File: src/rtl/membus_pkg.sv
// Shared types for the memory bus sequencer.
// Assumes a single clock domain; the state encoding is private to the block.
package membus_pkg;
    typedef enum logic [2:0] {
        ST_IDLE = 3'd0,  // no transfer
        ST_ADDR = 3'd1,  // first cycle: address placed
        ST_DATA = 3'd2,  // second cycle: wait sampled at its closing edge
        ST_WAIT = 3'd3,  // inserted whole cycle
        ST_LAST = 3'd4   // final cycle: read data captured at its closing edge
    } bus_state_t;
endpackage

File: src/rtl/membus_fsm.sv
// Cycle sequencer: steps through the fixed three-cycle frame and stretches
// it by one whole cycle for each low sample of the wait line.
// Assumes wait_n is synchronous to clk. Starts are accepted only when idle.
module membus_fsm
    import membus_pkg::*;
(
    input  logic       clk,
    input  logic       rst_n,
    input  logic       start,
    input  logic       wait_n,
    output bus_state_t state,
    output logic       accept,
    output logic       done
);
    bus_state_t state_nx;

    // Acceptance of a new request: only from the idle state
    always_comb accept = start && (state == ST_IDLE);

    // Next-state selection; wait is looked at only when leaving DATA or WAIT
    always_comb begin
        state_nx = state;
        case (state)
            ST_IDLE: if (start) state_nx = ST_ADDR;
            ST_ADDR: state_nx = ST_DATA;
            ST_DATA: state_nx = wait_n ? ST_LAST : ST_WAIT;
            ST_WAIT: state_nx = wait_n ? ST_LAST : ST_WAIT;
            ST_LAST: state_nx = ST_IDLE;
            default: state_nx = ST_IDLE;
        endcase
    end

    // State register with synchronous reset
    always_ff @(posedge clk) begin
        if (!rst_n) state <= ST_IDLE;
        else        state <= state_nx;
    end

    // One-cycle completion pulse in the cycle after the last one
    always_ff @(posedge clk) begin
        if (!rst_n) done <= 1'b0;
        else        done <= (state == ST_LAST);
    end
endmodule

File: src/rtl/membus_datapath.sv
// Request holding and read capture: latches the request on acceptance and
// samples the slave's data at the edge that closes the last cycle of a read.
// Assumes accept and capture never coincide.
module membus_datapath #(
    parameter int AW = 16,
    parameter int DW = 16
) (
    input  logic          clk,
    input  logic          rst_n,
    input  logic          accept,
    input  logic          capture,
    input  logic          req_write,
    input  logic [AW-1:0] req_addr,
    input  logic [DW-1:0] req_wdata,
    input  logic [DW-1:0] bus_din,
    output logic          wr_q,
    output logic [AW-1:0] addr_q,
    output logic [DW-1:0] wdata_q,
    output logic [DW-1:0] rdata_q
);
    // Hold the request fields for the length of the transfer
    always_ff @(posedge clk) begin
        if (!rst_n) begin
            wr_q    <= 1'b0;
            addr_q  <= '0;
            wdata_q <= '0;
        end else if (accept) begin
            wr_q    <= req_write;
            addr_q  <= req_addr;
            wdata_q <= req_wdata;
        end
    end

    // Capture the read data at the end of the final cycle of a read
    always_ff @(posedge clk) begin
        if (!rst_n)                rdata_q <= '0;
        else if (capture && !wr_q) rdata_q <= bus_din;
    end
endmodule

File: src/rtl/membus_strobes.sv
// Strobe decode: derives the active-low request/read strobes and the write
// drive enable from the registered state and direction, so the outputs do not
// depend on any input combinationally.
module membus_strobes
    import membus_pkg::*;
(
    input  bus_state_t state,
    input  logic       wr_q,
    output logic       mreq_n,
    output logic       rd_n,
    output logic       dout_en,
    output logic       busy
);
    logic active;

    // Decode of the transfer window and the per-direction strobes
    always_comb begin
        active  = (state != ST_IDLE);
        busy    = active;
        mreq_n  = !active;
        rd_n    = !(active && !wr_q);
        dout_en = active && wr_q;
    end
endmodule

File: src/rtl/membus_seq.sv
// Synchronous memory bus master. Runs one read or write per start pulse in a
// three-cycle frame that is stretched by whole wait cycles.
// Assumes one clock, synchronous active-low reset, separate data in/out lines.
module membus_seq
    import membus_pkg::*;
#(
    parameter int AW = 16,
    parameter int DW = 16
) (
    input  logic          clk,
    input  logic          rst_n,
    input  logic          req_start,
    input  logic          req_write,
    input  logic [AW-1:0] req_addr,
    input  logic [DW-1:0] req_wdata,
    output logic [DW-1:0] rsp_rdata,
    output logic          rsp_done,
    output logic          busy,
    output logic [AW-1:0] bus_addr,
    output logic [DW-1:0] bus_dout,
    output logic          bus_dout_en,
    input  logic [DW-1:0] bus_din,
    output logic          bus_mreq_n,
    output logic          bus_rd_n,
    input  logic          bus_wait_n
);
    bus_state_t state;
    logic       accept;
    logic       wr_q;
    logic       capture;

    // Data is taken while the final cycle is active
    always_comb capture = (state == ST_LAST);

    membus_fsm u_fsm (
        .clk    (clk),
        .rst_n  (rst_n),
        .start  (req_start),
        .wait_n (bus_wait_n),
        .state  (state),
        .accept (accept),
        .done   (rsp_done)
    );

    membus_datapath #(.AW(AW), .DW(DW)) u_dp (
        .clk       (clk),
        .rst_n     (rst_n),
        .accept    (accept),
        .capture   (capture),
        .req_write (req_write),
        .req_addr  (req_addr),
        .req_wdata (req_wdata),
        .bus_din   (bus_din),
        .wr_q      (wr_q),
        .addr_q    (bus_addr),
        .wdata_q   (bus_dout),
        .rdata_q   (rsp_rdata)
    );

    membus_strobes u_stb (
        .state   (state),
        .wr_q    (wr_q),
        .mreq_n  (bus_mreq_n),
        .rd_n    (bus_rd_n),
        .dout_en (bus_dout_en),
        .busy    (busy)
    );
endmodule

File: config.mk
export PLATFORM = sky130hd
export DESIGN_NAME = membus_seq
export DESIGN_NICKNAME = d
export VERILOG_FILES = /design/src/rtl/membus_pkg.sv /design/src/rtl/membus_fsm.sv /design/src/rtl/membus_datapath.sv /design/src/rtl/membus_strobes.sv /design/src/rtl/membus_seq.sv
export SDC_FILE = /design/constraint.sdc
export NUM_CORES = 1
export LEC_CHECK = 0
export BUFFER_PORTS_ARGS = -buffer_cell sky130_fd_sc_hd__buf_2
export CAP_MARGIN = 20
export CORE_MARGIN = 2
export CORE_UTILIZATION = 40
export CTS_BUF_LIST = sky130_fd_sc_hd__clkbuf_16
export DETAILED_ROUTE_END_ITERATION = 6
export GPL_TIMING_DRIVEN = 0
export PLACE_DENSITY = 0.71
export SKIP_LAST_GASP = 1
export SLEW_MARGIN = 20
export SYNTH_ARGS = -nofsm -noshare
export SYNTH_HDL_FRONTEND = slang
export SYNTH_SLANG_ARGS = --single-unit
File: constraint.sdc
create_clock -name clk -period 2.02 [get_ports clk]
set_clock_uncertainty 0.05 [all_clocks]
set_input_delay 0.404 -clock clk [delete_from_list [all_inputs] [get_ports clk]]
set_output_delay 0.404 -clock clk [all_outputs]
set_load 0.01 [all_outputs]
==> flow_summary.json, run 1 <==
{
  "status": "finished clean",
  "synth_most_common_cell": "nand2_1",
  "fillers": 498,
  "overflow": 0,
  "synth_area_um2": 2170,
  "rows": 26,
  "cp_data_arrival_time_ns": 1.30,
  "avgSynthCellArea_um2": 9.34,
  "rsz0062_at_grt": "false",
  "cts_tree": "done",
  "preCtsSetupSlack_ns": 0.554,
  "ys_ff_latch": 53,
  "hold_ws_ns": 0.307,
  "worstPathMaxFanout": 7,
  "synth_top_family_by_area": "multiplexers",
  "dr_wl_met3_um": 347,
  "yosysSeqAreaShare_pct": 49.0,
  "yosys_warnings": 0,
  "async_reset_ff_share_pct": 0,
  "worstSkewPairLatency_ns": 0.28,
  "ys_top_cells_by_count": "nand2_1, dfxtp_1, mux2i_1",
  "synth-simple-area-share_pct": 21.4,
  "reg2reg_setup_slack_ns": 0.66,
  "critPathTopFamily": "flip-flops",
  "dpl.hpwl_um": 3640,
  "p_seq_share_pct": 48.6,
  "slowest_stage": "dfxtp_1",
  "cts_hold_buf": 0,
  "routed_via_density": 4.51,
  "grt_pass1_wl_um": 8360,
  "clock_sinks": 53,
  "synth-edff-count": 0,
  "antenna_found_initial": 0,
  "finalSetupTns_ns": 0,
  "synthAdderAreaFrac_pct": 0,
  "dr_wl_met2_um": 2190,
  "wl_um": 4880,
  "synth_cell_types": 20,
  "n_antenna_cell": 0,
  "crit_buf_inv": 1,
  "cts_max_level": 2,
  "ioPinCount": 106,
  "cp_data_required_time_ns": 1.57,
  "power.internal_mw": 1.77,
  "hold_viol_final": 0,
  "dieArea_um2": 6020,
  "pwr-share-comb_pct": 17.1,
  "wl_per_cell_um": 11.8,
  "cts_resized": 0,
  "pwr-share-clk_pct": 34.4,
  "placed_area_um2": 2780,
  "cts_root_buf": "clkbuf_16",
  "first_pass_iters": 4,
  "synth_xor_area_share_pct": 0,
  "gr-usage-all-layers_pct": 17.1,
  "syn_inst": 232,
  "worstMarginPinSlew_ns": 0.509,
  "die_x_um": 77.6,
  "first_global_vias": 1871,
  "synth_compound_area_share_pct": 0.231,
  "die_h_um": 77.6,
  "initialDrtViolationCount": 54,
  "switchingPower_uw": 598,
  "seq_area_um2": 1060,
  "finalInstanceArea_um2": 2920,
  "ys.flop_type": "dfxtp_1",
  "vias": 1868,
  "peakVddDrop_mv": 0.376,
  "synthTopCellsByArea": "dfxtp_1, mux2i_1, nand2_1, buf_12, clkbuf_1",
  "synthMuxAreaShare_pct": 22.6,
  "cts_made_buffers": 5,
  "numPortBuffers": 104,
  "syn_to_final_growth_pct": 34.6,
  "path_cells": "nor3_1 > or2_2 > buf_2",
  "endpoint_kind": "primary output",
  "core_area_um2": 5170,
  "p_per_area_nw_per_um2": 811,
  "yosysTopAreaCell": "dfxtp_1",
  "gp_congestion": 0.691,
  "finalCriticalPeriod_ns": 1.75,
  "synth_top_area_share_pct": 49.0,
  "hold_class": "input port to flop",
  "grt_max_degree": 17,
  "setup_violations": 0,
  "routed.top_layer": "met4",
  "swShare_pct": 25.3,
  "multi_input_area_um2": 958,
  "drv_cap": 0,
  "finalPower_mw": 2.37,
  "crit_type": "flop to primary output",
  "min_period_over_period_pct": 86.7,
  "p_leak_nw": 1.43,
  "cts_max_path_buffers": 2,
  "drc_errors": 0,
  "maxSlewHeadroom_pct": 66.1,
  "start_kind": "flop",
  "post_cts_buffers": 0,
  "initial_utilization_pct": 41.9,
  "cts.reportedPaths.clkPinSlew_ns": 0.07,
  "m1WireLength_um": 2320,
  "setup_ws_ns": 0.268,
  "max_stage_delay_ns": 0.46,
  "fmax_ghz": 0.571,
  "layout.nets": 396,
  "syn-num-nets": 285,
  "layout-drive-gt1-share_pct": 36.3,
  "final_antenna_net_count": 0,
  "maxSlewViolCount": 0
}
-- worst min-delay path: stages --
cell	delay (ns)
buf_2	0.09
nand2_1	0.04
mux2i_1	0.05
-- through the flow --
step / std cells / utilization [%]
after floorplan: 232 / -
after global placement: 406 / 53.7
after detailed placement: 406 / 53.7
after CTS: 414 / 56.4
after global routing: 414 / 56.4
final: 414 / 56.4
-- path summary, 6_finish.rpt --
| check | startpoint | end | cells after the start |
|---|---|---|---|
| max | u_fsm.state[1]$_SDFFE_PN0P_ | bus_rd_n | 3 |
| min | req_wdata[9] | u_dp.wdata_q[9]$_SDFFE_PN0P_ | 3 |
| max reg2reg | u_fsm.state[1]$_SDFFE_PN0P_ | u_dp.rdata_q[5]$_SDFFE_PN0P_ | 4 |
| min reg2reg | u_dp.addr_q[1]$_SDFFE_PN0P_ | u_dp.addr_q[1]$_SDFFE_PN0P_ | 2 |
-- cell type report --
cell class,count,share of cell area (%)
inverter,1,0.129
buffer,17,4.93
multi-input combinational,161,32.8
timing repair buffer,104,17.8
clock buffer,5,4.29
sequential,53,36.4
tap,70,3.00
clock inverter,3,0.600
-- power groups by stage --
stage	Combinational [mW]	Sequential [mW]	Clock (mW)
2_1_floorplan	0.222	1.20	0
3_3_place_gp	0.405	1.17	0
3_5_place_dp	0.411	1.17	0
4_1_cts	0.412	1.15	0.845
5_1_grt	0.446	1.16	0.895
6_report	0.405	1.15	0.813
-- registers in the layout (all words and copies together) (netlist names) --
signal and count:
u_fsm.state 3, u_dp.wr_q 1, u_fsm.done 1, u_dp.rdata_q 16, u_dp.wdata_q 16, u_dp.addr_q 16
-- kinds of logic after synthesis --
logic type | after synthesis
AND/OR/NAND/NOR | 111
buffers and inverters | 18
flip-flops | 53
AO/OA/AOI/OAI | 1
multiplexers | 49
-- per-layer routing --
layer  track usage [%]  vias to the layer above
met5                 0                        -
li1                  -                      965
met1              21.8                      830
met2              27.8                       71
met3              5.58                        2
met4              4.29                        0
-- placed cells by master (no fill, tap or decap), types with 2 or more instances in the layout --
master and n:
nor4b_2 2, mux2i_1 49, clkbuf_1 8, buf_2 107, buf_12 4, nor2_1 2
clkinv_2 2, nand2_1 99, clkbuf_16 5, dfxtp_1 53
Note: power is estimated with default switching activity, not from simulation.
==> run 2: changes to the inputs <==
BUFFER_PORTS_ARGS = default   (was -buffer_cell sky130_fd_sc_hd__buf_2)
DONT_BUFFER_PORTS = 1   (was default)
PLACE_DENSITY = default   (was 0.71)
SYNTH_HIERARCHICAL = 1   (was default)
clock period = 2 ns   (was 2.02 ns; I/O delays follow)
==> run 2 against run 1 <==
Effect of this change: clock power is 2% lower; combinational power is 34% lower; core utilization shrank 10 points; final area is 19% lower; largest power group unchanged; highest routed layer unchanged.
==> flow_summary.json, run 2 <==
{
  "status": "finished clean",
  "synth_xor_area_share_pct": 0,
  "dieArea_um2": 5910,
  "synth_top_family_by_area": "multiplexers",
  "p_per_area_nw_per_um2": 960,
  "peakVddDrop_mv": 0.310,
  "final_cell_mix": "dfxtp_1, mux2i_1, nor2b_1",
  "hold_class": "input port to flop",
  "finalSetupTns_ns": 0,
  "initialDrtViolationCount": 35,
  "finalCriticalPeriod_ns": 1.67,
  "yosys_warnings": 6,
  "final_common_cell": "dfxtp_1",
  "setup_violations": 0,
  "gr-usage-all-layers_pct": 14.2,
  "synth_most_common_cell": "dfxtp_1",
  "gp_congestion": 0.736,
  "dpl.hpwl_um": 3150,
  "synth-simple-area-share_pct": 20.0,
  "path_cells": "nor3_2 > or2_1",
  "clock_sinks": 53,
  "grt_pass1_wl_um": 6780,
  "drv_cap": 0,
  "maxSlewViolCount": 0,
  "layout.nets": 256,
  "layout-drive-gt1-share_pct": 9.31,
  "vias": 1328,
  "min_period_over_period_pct": 83.5,
  "endpoint_kind": "primary output",
  "synth_cell_types": 21,
  "ys_ff_latch": 53,
  "grt_max_degree": 16,
  "cp_data_required_time_ns": 1.55,
  "reg.largest.list": "u_dp/addr_q: 16 flops, u_dp/rdata_q: 16 flops, u_dp/wdata_q: 16 flops",
  "first_global_vias": 1391,
  "cts_tree": "done",
  "p_leak_nw": 0.900,
  "placed_area_um2": 2210,
  "antenna_found_initial": 0,
  "overflow": 0,
  "n_antenna_cell": 0,
  "ys_top_cells_by_count": "dfxtp_1, mux2i_1, nor2b_1",
  "syn_to_final_growth_pct": 10.7,
  "synth_top_area_share_pct": 49.9,
  "rows": 26,
  "cp_data_arrival_time_ns": 1.22,
  "hold_viol_final": 0,
  "worstMarginPinSlew_ns": 0.356,
  "routed_via_density": 4.85,
  "cts_max_level": 2,
  "synth_compound_area_share_pct": 0.235,
  "synthAdderAreaFrac_pct": 0,
  "wl_per_cell_um": 14.8,
  "start_kind": "flop",
  "post_cts_buffers": 0,
  "cts_root_buf": "clkbuf_16",
  "synth_area_um2": 2130,
  "slowest_stage": "dfxtp_1",
  "ys.flop_type": "dfxtp_1",
  "maxSlewHeadroom_pct": 76.1,
  "core_area_um2": 5110,
  "cts_hold_buf": 0,
  "avgSynthCellArea_um2": 10.8,
  "die_x_um": 76.9,
  "die_h_um": 76.9,
  "max_stage_delay_ns": 0.37,
  "synthTopCellsByArea": "dfxtp_1, mux2i_1, nor2b_1, nand2_1, buf_12",
  "ioPinCount": 106,
  "worstSkewPairLatency_ns": 0.28,
  "cts_max_path_buffers": 2,
  "cts.reportedPaths.clkPinSlew_ns": 0.06,
  "rsz0062_at_grt": "false",
  "finalInstanceArea_um2": 2350,
  "hold_ws_ns": 0.206,
  "yosysSeqAreaShare_pct": 49.9,
  "async_reset_ff_share_pct": 0,
  "synthMuxAreaShare_pct": 23.1,
  "initial_utilization_pct": 41.6,
  "final_antenna_net_count": 0,
  "syn-num-nets": 249,
  "drc_errors": 0,
  "worstPathMaxFanout": 7,
  "cts_resized": 0,
  "fmax_ghz": 0.599,
  "wl_um": 4050,
  "yosysTopAreaCell": "dfxtp_1",
  "crit_type": "flop to primary output",
  "syn_inst": 196,
  "numPortBuffers": 0,
  "cts_made_buffers": 5,
  "first_pass_iters": 3,
  "synth-edff-count": 0
}
-- run 2: cell count changes after synthesis, sizes merged --
cell	delta
buf	+1
clkbuf	-5
nand2	-66
nor2b	+34
nor3b	+1
nor4b	-1
-- run 2: per-layer routing --
metal | share of wire [%] | GRT usage [%] | up-vias | routed length (um)
met1 | 39 | 15.3 | 624 | 1570
met3 | 9.0 | 5.76 | 2 | 363
met2 | 52 | 25.1 | 54 | 2090
met5 | 0 | 0 | - | 0
met4 | 0.59 | 4.91 | 0 | 24
li1 | - | - | 648 | -
-- run 2: metrics by stage --
| step | total power, mW | util (%) | setup WS (ns) | std cells |
|---|---|---|---|---|
| detailed placement | 1.49 | 43.3 | 0.470 | 266 |
| global placement | 1.48 | 43.3 | 0.487 | 266 |
| finish | 2.26 | 46.1 | 0.331 | 274 |
| floorplan | 1.44 | - | 0.610 | 196 |
| CTS | 2.29 | 46.1 | 0.315 | 274 |
| global route | 2.38 | 46.1 | 0.260 | 274 |
-- run 2: cell families (layout without fill, tap and decap cells) --
logic type / count (synthesis) / count (layout)
multiplexers: 49 / 49
flip-flops: 53 / 53
AND/OR/NAND/NOR: 79 / 79
AO/OA/AOI/OAI: 1 / 1
buffers and inverters: 14 / 22
-- run 2: final timing paths --
kind / slack (ns) / cells past startpoint / from / endpoint
hold reg to reg: 0.46 / 2 / u_dp/rdata_q[4]$_SDFFE_PN0P_ / u_dp/rdata_q[4]$_SDFFE_PN0P_
setup reg to reg: 0.47 / 5 / u_fsm/state[0]$_SDFFE_PN0P_ / u_dp/addr_q[7]$_SDFFE_PN0P_
setup / recovery: 0.33 / 2 / u_fsm/state[1]$_SDFFE_PN0P_ / bus_rd_n
hold / removal: 0.21 / 2 / bus_din[14] / u_dp/rdata_q[14]$_SDFFE_PN0P_
-- run 2: area by class of cell --
| class | count | area (um^2) |
|---|---|---|
| Fill cell | 501 | 2760 |
| Inverter | 1 | 3.75 |
| Clock buffer | 5 | 125 |
| Sequential cell | 53 | 1060 |
| Buffer | 13 | 141 |
| Tap cell | 70 | 87.6 |
| Clock inverter | 3 | 13.8 |
| Multi-Input combinational cell | 129 | 920 |
-- run 2: power by group --
part	internal, mW	switching, mW	total, mW
clock	0.454	0.341	0.796
combinational	0.143	0.125	0.268
sequential	1.12	0.0740	1.19
-- run 2: critical path: cells and delay by family (launching register included) --
family / cells / cell delay, ns
flops: 1 / 0.37
simple gates: 2 / 0.58
==> run 3: changes to the inputs <==
clock period = 1.6 ns   (was 2 ns; I/O delays follow)
==> run 3 against run 2 <==
Effect of this change: register-to-register slack worse by 0.33 ns; clock power increased by 25%; largest cell class unchanged; combinational power is 26% higher; highest routed layer unchanged.
==> flow_summary.json, run 3 (synthesized netlist as in run 2, its figures left out) <==
{
  "peakVddDrop_mv": 0.388,
  "setup_violations": 0,
  "die_x_um": 76.9,
  "worstMarginPinSlew_ns": 0.298,
  "cp_data_required_time_ns": 1.23,
  "wl_per_cell_um": 14.8,
  "drv_cap": 0,
  "hold_class": "input port to flop",
  "core_area_um2": 5110,
  "grt_pass1_wl_um": 6780,
  "hold_ws_ns": 0.126,
  "dpl.hpwl_um": 3150,
  "final_antenna_net_count": 0,
  "fillers": 504,
  "initialDrtViolationCount": 36,
  "min_period_over_period_pct": 95.8,
  "wl_um": 4060,
  "max_stage_delay_ns": 0.39,
  "antenna_found_initial": 0,
  "p_leak_nw": 0.905,
  "layout.nets": 256,
  "worstPathMaxFanout": 7,
  "preCtsSetupSlack_ns": 0.0701,
  "seq_area_um2": 1060,
  "final_cell_mix": "dfxtp_1, mux2i_1, nor2b_1",
  "cts_hold_buf": 0,
  "first_pass_iters": 4,
  "vias": 1335,
  "grt_max_degree": 16,
  "hold_viol_final": 0,
  "n_antenna_cell": 0,
  "cts_max_level": 2,
  "syn_to_final_growth_pct": 11.2,
  "slowest_stage": "dfxtp_1",
  "clock_sinks": 53,
  "rsz0062_at_grt": "true",
  "rows": 26,
  "start_kind": "flop",
  "cts_max_path_buffers": 2,
  "worstSkewPairLatency_ns": 0.28,
  "reg.largest.list": "u_dp/addr_q: 16 flops, u_dp/rdata_q: 16 flops, u_dp/wdata_q: 16 flops",
  "finalCriticalPeriod_ns": 1.53,
  "numPortBuffers": 0,
  "final_common_cell": "dfxtp_1",
  "cts_made_buffers": 5,
  "path_cells": "nor3_4 > or2_1",
  "gp_congestion": 0.736,
  "initial_utilization_pct": 41.6,
  "drc_errors": 0,
  "finalPower_mw": 2.83,
  "first_global_vias": 1389,
  "endpoint_kind": "primary output",
  "gr-usage-all-layers_pct": 14.2,
  "p_per_area_nw_per_um2": 1200,
  "cts_tree": "done",
  "routed_via_density": 4.87,
  "dieArea_um2": 5910,
  "die_h_um": 76.9,
  "ioPinCount": 106,
  "overflow": 0,
  "cts.reportedPaths.clkPinSlew_ns": 0.06,
  "fmax_ghz": 0.653,
  "cp_data_arrival_time_ns": 1.16,
  "cts_root_buf": "clkbuf_16",
  "post_cts_buffers": 0,
  "maxSlewViolCount": 0,
  "multi_input_area_um2": 932,
  "maxSlewHeadroom_pct": 80.1,
  "crit_type": "flop to primary output",
  "status": "finished clean",
  "setup_ws_ns": 0.0677,
  "crit_buf_inv": 0,
  "critPathTopFamily": "simple AND/OR/NAND/NOR gates",
  "layout-drive-gt1-share_pct": 9.80
}
run 3: cell counts in the layout (fill, tap and decap cells not counted):
No cell type changed its count.
run 3: stage by stage:
step	TNS, ns	instances	cell area, um^2	utilization, %
final	0	274	2360	46.3
after global routing	-0.00796	274	2360	46.3
after CTS	0	274	2360	46.2
after detailed placement	0	266	2210	43.3
after global placement	0	266	2210	43.3
after floorplan	0	196	2130	-
run 3: layout make-up:
cell class | instances | area share (%)
Buffer | 13 | 5.98
Multi-Input combinational cell | 129 | 39.4
Clock buffer | 5 | 5.29
Tap cell | 70 | 3.70
Inverter | 1 | 0.159
Clock inverter | 3 | 0.582
Sequential cell | 53 | 44.9
run 3: routing by layer:
layer	part of all wire [%]	wire, um	up-vias	global-route usage, %
met2	52	2090	54	25.1
met5	0	0	-	0
li1	-	-	648	-
met4	0.59	24	0	4.91
met3	8.9	363	2	5.76
met1	39	1580	631	15.3
run 3: final timing paths:
path | start | endpoint | slack (ns) | cells after the start
worst min register to register | u_dp/rdata_q[4]$_SDFFE_PN0P_ | u_dp/rdata_q[4]$_SDFFE_PN0P_ | 0.46 | 2
worst min-delay path | bus_din[14] | u_dp/rdata_q[14]$_SDFFE_PN0P_ | 0.13 | 2
worst max register to register | u_fsm/state[2]$_SDFFE_PN0P_ | u_dp/addr_q[7]$_SDFFE_PN0P_ | 0.14 | 5
worst max-delay path | u_fsm/state[1]$_SDFFE_PN0P_ | bus_rd_n | 0.07 | 2
run 3: worst reg2reg max path, stage by stage, from the launching register on:
cell and delay, ns:
dfxtp_1 0.36, nor4b_2 0.31, buf_6 0.20, buf_12 0.15, mux2i_1 0.21, nor2b_1 0.07
run 3: where the power goes:
group / switching [mW] / total, mW / leakage (nW) / internal [mW]
clock: 0.429 / 0.997 / 0.0748 / 0.568
sequential: 0.0953 / 1.50 / 0.433 / 1.40
combinational: 0.156 / 0.338 / 0.397 / 0.182
total: 0.681 / 2.83 / 0.905 / 2.15
run 3: timing repair:
item	CTS	global route
resized for setup	1	1
endpoints found under the setup margin	1	2
pin swaps	0	0
